File: src/rtl/alu_pkg.sv
package alu_pkg;

    typedef enum logic [3:0] {
        OP_ADD  = 4'd0,
        OP_SUB  = 4'd1,
        OP_ADC  = 4'd2,
        OP_SBC  = 4'd3,
        OP_AND  = 4'd4,
        OP_OR   = 4'd5,
        OP_XOR  = 4'd6,
        OP_SHL  = 4'd7,
        OP_SHR  = 4'd8,
        OP_RORC = 4'd9,
        OP_MOV  = 4'd10,
        OP_NOT  = 4'd11,
        OP_ASR  = 4'd12,
        OP_XNOR = 4'd13,
        OP_ANDN = 4'd14,
        OP_NOR  = 4'd15
    } alu_op_e;

    typedef struct packed {
        logic zero;
        logic carry;
        logic sign;
        logic ovf;
    } alu_flags_t;

endpackage

File: src/rtl/alu_opnd_sel.sv
module alu_opnd_sel #(
    parameter int W = 8
) (
    input  logic [1:0]   sel_i,
    input  logic         swap_i,
    input  logic [W-1:0] acc_i,
    input  logic [W-1:0] b_i,
    input  logic [W-1:0] pl_i,
    input  logic [W-1:0] ph_i,
    output logic [W-1:0] x_o,
    output logic [W-1:0] y_o
);

    logic [W-1:0] other;

    always_comb begin
        unique case (sel_i)
            2'b00:   other = '0;
            2'b01:   other = b_i;
            2'b10:   other = pl_i;
            default: other = ph_i;
        endcase
        x_o = swap_i ? other : acc_i;
        y_o = swap_i ? acc_i : other;
    end

endmodule

File: src/rtl/alu_slice.sv
module alu_slice
    import alu_pkg::*;
#(
    parameter int SW    = 4,
    parameter bit UPPER = 1'b0
) (
    input  logic [SW-1:0] x_i,
    input  logic [SW-1:0] y_i,
    input  alu_op_e       op_i,
    input  logic          cst_i,
    input  logic          link_i,
    output logic [SW-1:0] r_o,
    output logic          c_o,
    output logic          v_o,
    output logic          link_o
);

    logic          lo_cin;
    logic [SW:0]   lo_sum;
    logic [SW:0]   lo_dif;
    logic          cin;
    logic [SW:0]   sum;
    logic [SW:0]   dif;
    logic          fill;

    // carry chain seen by the lower slice only: no dependence on link_i
    always_comb begin
        lo_cin = (op_i == OP_ADC || op_i == OP_SBC) ? cst_i : 1'b0;
        lo_sum = {1'b0, x_i} + {1'b0, y_i} + {{SW{1'b0}}, lo_cin};
        lo_dif = {1'b0, x_i} - {1'b0, y_i} - {{SW{1'b0}}, lo_cin};
    end

    always_comb begin
        link_o = 1'b0;
        if (!UPPER) begin
            unique case (op_i)
                OP_ADD, OP_ADC: link_o = lo_sum[SW];
                OP_SUB, OP_SBC: link_o = lo_dif[SW];
                OP_SHL:         link_o = x_i[SW-1];
                default:        link_o = 1'b0;
            endcase
        end else begin
            unique case (op_i)
                OP_SHR, OP_RORC, OP_ASR: link_o = x_i[0];
                default:                 link_o = 1'b0;
            endcase
        end
    end

    always_comb begin
        cin = UPPER ? link_i : lo_cin;
        sum = {1'b0, x_i} + {1'b0, y_i} + {{SW{1'b0}}, cin};
        dif = {1'b0, x_i} - {1'b0, y_i} - {{SW{1'b0}}, cin};
        c_o = 1'b0;
        v_o = 1'b0;
        fill = 1'b0;
        unique case (op_i)
            OP_ADD, OP_ADC: r_o = sum[SW-1:0];
            OP_SUB, OP_SBC: r_o = dif[SW-1:0];
            OP_AND:  r_o = x_i & y_i;
            OP_OR:   r_o = x_i | y_i;
            OP_XOR:  r_o = x_i ^ y_i;
            OP_SHL:  r_o = {x_i[SW-2:0], (UPPER ? link_i : 1'b0)};
            OP_SHR: begin
                fill = UPPER ? 1'b0 : link_i;
                r_o  = {fill, x_i[SW-1:1]};
            end
            OP_RORC: begin
                fill = UPPER ? cst_i : link_i;
                r_o  = {fill, x_i[SW-1:1]};
            end
            OP_ASR: begin
                fill = UPPER ? x_i[SW-1] : link_i;
                r_o  = {fill, x_i[SW-1:1]};
            end
            OP_MOV:  r_o = y_i;
            OP_NOT:  r_o = ~x_i;
            OP_XNOR: r_o = ~(x_i ^ y_i);
            OP_ANDN: r_o = x_i & ~y_i;
            default: r_o = ~(x_i | y_i);
        endcase
        if (UPPER) begin
            unique case (op_i)
                OP_ADD, OP_ADC: begin
                    c_o = sum[SW];
                    v_o = (x_i[SW-1] == y_i[SW-1]) && (r_o[SW-1] != x_i[SW-1]);
                end
                OP_SUB, OP_SBC: begin
                    c_o = dif[SW];
                    v_o = (x_i[SW-1] != y_i[SW-1]) && (r_o[SW-1] != x_i[SW-1]);
                end
                OP_SHL:  c_o = x_i[SW-1];
                default: c_o = 1'b0;
            endcase
        end else begin
            unique case (op_i)
                OP_SHR, OP_RORC, OP_ASR: c_o = x_i[0];
                default:                 c_o = 1'b0;
            endcase
        end
    end

endmodule

File: src/rtl/nibble_alu.sv
module nibble_alu
    import alu_pkg::*;
#(
    parameter int W = 8
) (
    input  logic         clk,
    input  logic         rst_n,
    input  logic [3:0]   op_i,
    input  logic [1:0]   opsel_i,
    input  logic         swap_i,
    input  logic [W-1:0] a_i,
    input  logic [W-1:0] b_i,
    input  logic [W-1:0] pl_i,
    input  logic [W-1:0] ph_i,
    output logic [W-1:0] res_o,
    output logic         zero_o,
    output logic         carry_o,
    output logic         sign_o,
    output logic         ovf_o
);

    localparam int NSL = 2;
    localparam int SW  = W / NSL;

    alu_op_e      op;
    logic [W-1:0] x;
    logic [W-1:0] y;
    logic [NSL-1:0] c_sl;
    logic [NSL-1:0] v_sl;
    logic [NSL-1:0] lnk_out;
    logic [NSL-1:0] lnk_in;
    alu_flags_t   flags_d;
    alu_flags_t   flags_q;

    assign op = alu_op_e'(op_i);

    alu_opnd_sel #(.W(W)) u_sel (
        .sel_i  (opsel_i),
        .swap_i (swap_i),
        .acc_i  (a_i),
        .b_i    (b_i),
        .pl_i   (pl_i),
        .ph_i   (ph_i),
        .x_o    (x),
        .y_o    (y)
    );

    // op bit 3 gates the single link: upward for 0..7, downward for 8..15
    assign lnk_in[0] = op_i[3] ? lnk_out[1] : 1'b0;
    assign lnk_in[1] = op_i[3] ? 1'b0 : lnk_out[0];

    for (genvar g = 0; g < NSL; g++) begin : g_slice
        alu_slice #(.SW(SW), .UPPER(g == NSL - 1)) u_slice (
            .x_i    (x[g*SW +: SW]),
            .y_i    (y[g*SW +: SW]),
            .op_i   (op),
            .cst_i  (flags_q.carry),
            .link_i (lnk_in[g]),
            .r_o    (res_o[g*SW +: SW]),
            .c_o    (c_sl[g]),
            .v_o    (v_sl[g]),
            .link_o (lnk_out[g])
        );
    end

    always_comb begin
        flags_d = flags_q;
        if (op != OP_MOV) begin
            flags_d.zero  = ~|res_o;
            flags_d.carry = |c_sl;
            flags_d.sign  = res_o[W-1];
            flags_d.ovf   = v_sl[NSL-1];
        end
    end

    always_ff @(posedge clk or negedge rst_n) begin
        if (!rst_n) flags_q <= '0;
        else        flags_q <= flags_d;
    end

    assign zero_o  = flags_q.zero;
    assign carry_o = flags_q.carry;
    assign sign_o  = flags_q.sign;
    assign ovf_o   = flags_q.ovf;

endmodule

File: config.mk
export PLATFORM = sky130hd
export DESIGN_NAME = nibble_alu
export DESIGN_NICKNAME = d
export VERILOG_FILES = /design/src/rtl/alu_pkg.sv /design/src/rtl/alu_opnd_sel.sv /design/src/rtl/alu_slice.sv /design/src/rtl/nibble_alu.sv
export SDC_FILE = /design/constraint.sdc
export NUM_CORES = 1
export LEC_CHECK = 0
export ABC_AREA = 1
export BUFFER_PORTS_ARGS = -buffer_cell sky130_fd_sc_hd__buf_2
export CAP_MARGIN = 30
export CORE_MARGIN = 2
export CORE_UTILIZATION = 51
export CTS_CLUSTER_DIAMETER = 40
export DETAILED_ROUTE_END_ITERATION = 8
export PLACE_DENSITY = 0.78
export SLEW_MARGIN = 20
export SYNTH_ARGS = -nofsm -noshare
export SYNTH_HDL_FRONTEND = slang
export SYNTH_SLANG_ARGS = --single-unit
File: constraint.sdc
create_clock -name clk -period 7.2 [get_ports clk]
set_clock_uncertainty 0.1 [all_clocks]
set_input_delay 1.8 -clock clk [delete_from_list [all_inputs] [get_ports clk]]
set_output_delay 1.8 -clock clk [all_outputs]
set_load 0.05 [all_outputs]
==> results.md <==
* Status: finished with violations
* Failing checks: negative setup slack
* Mapped Avg Cell Area at 5.23 um2
* Path type of the worst min-delay path: register to register
* Cells after Synth at 476
* Post-layout util at 77.2%
* PD cells at 126 mW/mm2
* Synth top area share at 23.4%
* Final hold violations at 0
* Max Cap Viol at 0
* Multi-input logic area at 0.00215 mm2
* Global-route wire length before repair at 16,000 um
* Fill cells at 350
* Ports at 53
* Hold Slack at 0.375 ns
* Vias in the first global route at 3,617
* Fin crit period at 7.85 ns
* Ys Warns at 0
* Pin count of the biggest net entering global routing at 16
* Number of inserted diodes at 0
* Total Routed Length at 11,000 um
* Layout Nets at 680
* GRT overflow at 0
* Setup ws final at -0.647 ns
* DRT Pass-1 Iters at 6
* Overall power at 0.459 mW
* Yosys top cell by area: nand2_1
* Sequential cell area at 100 um2
* Gpl congestion at 0.997
* Residual DRC at 0
* Initial core utilization at 52.7%
* Synth Cell Area at 0.00249 mm2
* Top post-synthesis cells by area: nand2_1 (23%), nand3_1 (13%), ha_1 (13%)
* WP data required at 5.30 ns
* Setup CP Type: primary input to output port
* Crit share post-route at 109%
* Worst setup EP type: output port
* Clk sinks at 4
* Port bufs at 52
* Synth Register Bits at 4
* Layout cell share with drive strength beyond 1 at 34.2%
* Via Count at 3,843
* Vias/cell at 5.72
* Commonest non-fill, non-tap cell in the layout: nand2_1
* Startpoint Class: primary input
* CTS tree: yes
* Worst path arrival time at 5.95 ns
* Area of the core at 0.00472 mm2
* RSZ-0062 raised after global routing: true
* Die area at 0.00546 mm2
* Antenna violations before repair at 0
* Area growth, synth to finish at 46.3%
* Least-Margin Pin Slew at 0.578 ns
* CTS Root Cell: clkbuf_8
* Met3 wire length at 1130 um
* Max-slew headroom at 61.3%
* Routed len/inst at 16.3 um
* Rows at 25
* Worst-skew pair later-pin latency at 0.22 ns
* Final ANT Viol Nets at 0
* Dpl hpwl at 7330 um
* Peak VDD IR at 0.0000774 V
* Max Fclk at 127 MHz
* Crit-path max FO at 5
* Sequential-to-total area share from yosys stat at 4.02%
* TritonCTS buffer count at 3
* Met2 WL at 4940 um
* H-tree depth at 1
* Initial DRC Count at 455
* Mapped Nets at 549
* P_leak at 2.12 nW
* M1 WL at 4020 um
* Total Routing Usage GR at 38.1%
* Die X at 73.9 um
* Vert. Die Dim at 73.9 um
* Yosys cell types at 31
* Setup violators final at 4
* CTS max path bufs at 2
* Clock Pin Slew Worst Setup and Hold Paths at 0.03 ns
* Top routing layer used: met4
* Most frequent cells in the layout: nand2_1 (147), buf_4 (80), inv_1 (61)
* Slew Viols, Final at 0
==> Yosys cell counts <==
cell type / n
xor2_1: 1
nand2_1: 155
o21ai_0: 13
nand3b_1: 3
a31oi_1: 1
o22ai_1: 1
nand3_2: 1
nand2_2: 11
a21oi_1: 12
ha_1: 25
nor3_1: 2
inv_2: 10
or2_1: 4
buf_2: 3
o22ai_2: 1
nand3_1: 64
or2_2: 7
clkbuf_2: 1
dfrtp_1: 4
buf_6: 1
o21bai_1: 1
nor2_2: 6
inv_1: 70
o211ai_1: 1
nor2_1: 59
fa_1: 7
buf_4: 2
nand4_1: 5
nor2_4: 2
o21ai_1: 1
xnor2_1: 2
==> worst max-delay path, stage by stage <==
cell,delay [ns]
buf_8,0.11
nand3_2,0.08
nand4_1,0.19
nand2_2,0.16
xor2_1,0.21
inv_1,0.07
ha_2,0.17
or2_4,0.23
fa_2,0.34
or2_4,0.25
a21oi_2,0.20
nand2_1,0.11
a31oi_2,0.17
nand2_2,0.12
fa_2,0.38
fa_2,0.55
inv_2,0.03
nand2_1,0.06
nand2_1,0.06
nor2_1,0.12
nand2_1,0.06
nor2_1,0.08
nand3_1,0.10
nand2_2,0.09
inv_2,0.05
buf_8,0.14
==> sequential cells by signal, indices dropped and copies added, names as in the netlist <==
| signal | flops |
|---|---|
| sign_o | 1 |
| ovf_o | 1 |
| zero_o | 1 |
| carry_o | 1 |
==> per-stage QoR <==
| stage | TNS, ns | worst slack [ns] | std cells | cell area (um2) |
|---|---|---|---|---|
| CTS | -1.11 | -0.403 | 665 | 3530 |
| global placement | -0.931 | -0.359 | 639 | 3220 |
| finish | -2.39 | -0.647 | 672 | 3640 |
| global route | -3.03 | -0.808 | 672 | 3640 |
| detailed placement | -1.66 | -0.557 | 639 | 3220 |
| floorplan | -0.268 | -0.139 | 476 | 2560 |
==> per-layer routing <==
metal  vias to the layer above  track usage, %
met3                       109            6.31
met2                       315            64.8
li1                       1738               -
met5                         -               0
met1                      1681            43.2
met4                         0            26.1
==> power by group <==
| part | total [mW] | switching (mW) | internal (mW) | leakage [nW] |
|---|---|---|---|---|
| Combinational | 0.384 | 0.229 | 0.155 | 2.04 |
| Sequential | 0.0275 | 0.00216 | 0.0253 | 0.0532 |
| Clock | 0.0481 | 0.0124 | 0.0357 | 0.0216 |
| Total | 0.459 | 0.243 | 0.216 | 2.12 |
==> timing repair <==
action,4_1_cts,5_1_grt
hold buffers,0,0
resized for setup,31,20
buffers inserted,23,7
endpoints found under the setup margin,4,4
pin swaps,20,23
==> cell type report <==
cell class,count,share of cell area [%]
clock buffer,3,1.13
timing repair buffer,133,26.4
sequential,4,2.75
inverter,80,8.55
tap,67,2.30
multi-input combinational,385,58.9
==> kinds of logic (layout without fill, tap and decap cells) <==
kind of cell    Yosys count  after routing  synth area share, %
compound gates           31             31                 6.83
xor+xnor                  3              3                 1.05
fa+ha+maj                32             32                 18.2
buf+inv                  87            216                 13.9
flops                     4              4                 4.02
simple gates            319            319                 56.0
==> final timing paths <==
check | startpoint | endpoint | slack [ns] | depth (start not counted)
setup reg to reg | carry_o | zero_o | 2.28 | 29
hold reg to reg | sign_o | sign_o | 0.38 | 2
hold / removal | sign_o | sign_o | 0.38 | 2
max in group asynchronous | rst_n | ovf_o | 5.58 | 1
setup / recovery | opsel_i[0] | res_o[5] | -0.65 | 26
min in group asynchronous | rst_n | carry_o | 1.29 | 1
Note: power is estimated with default switching activity, not from simulation.
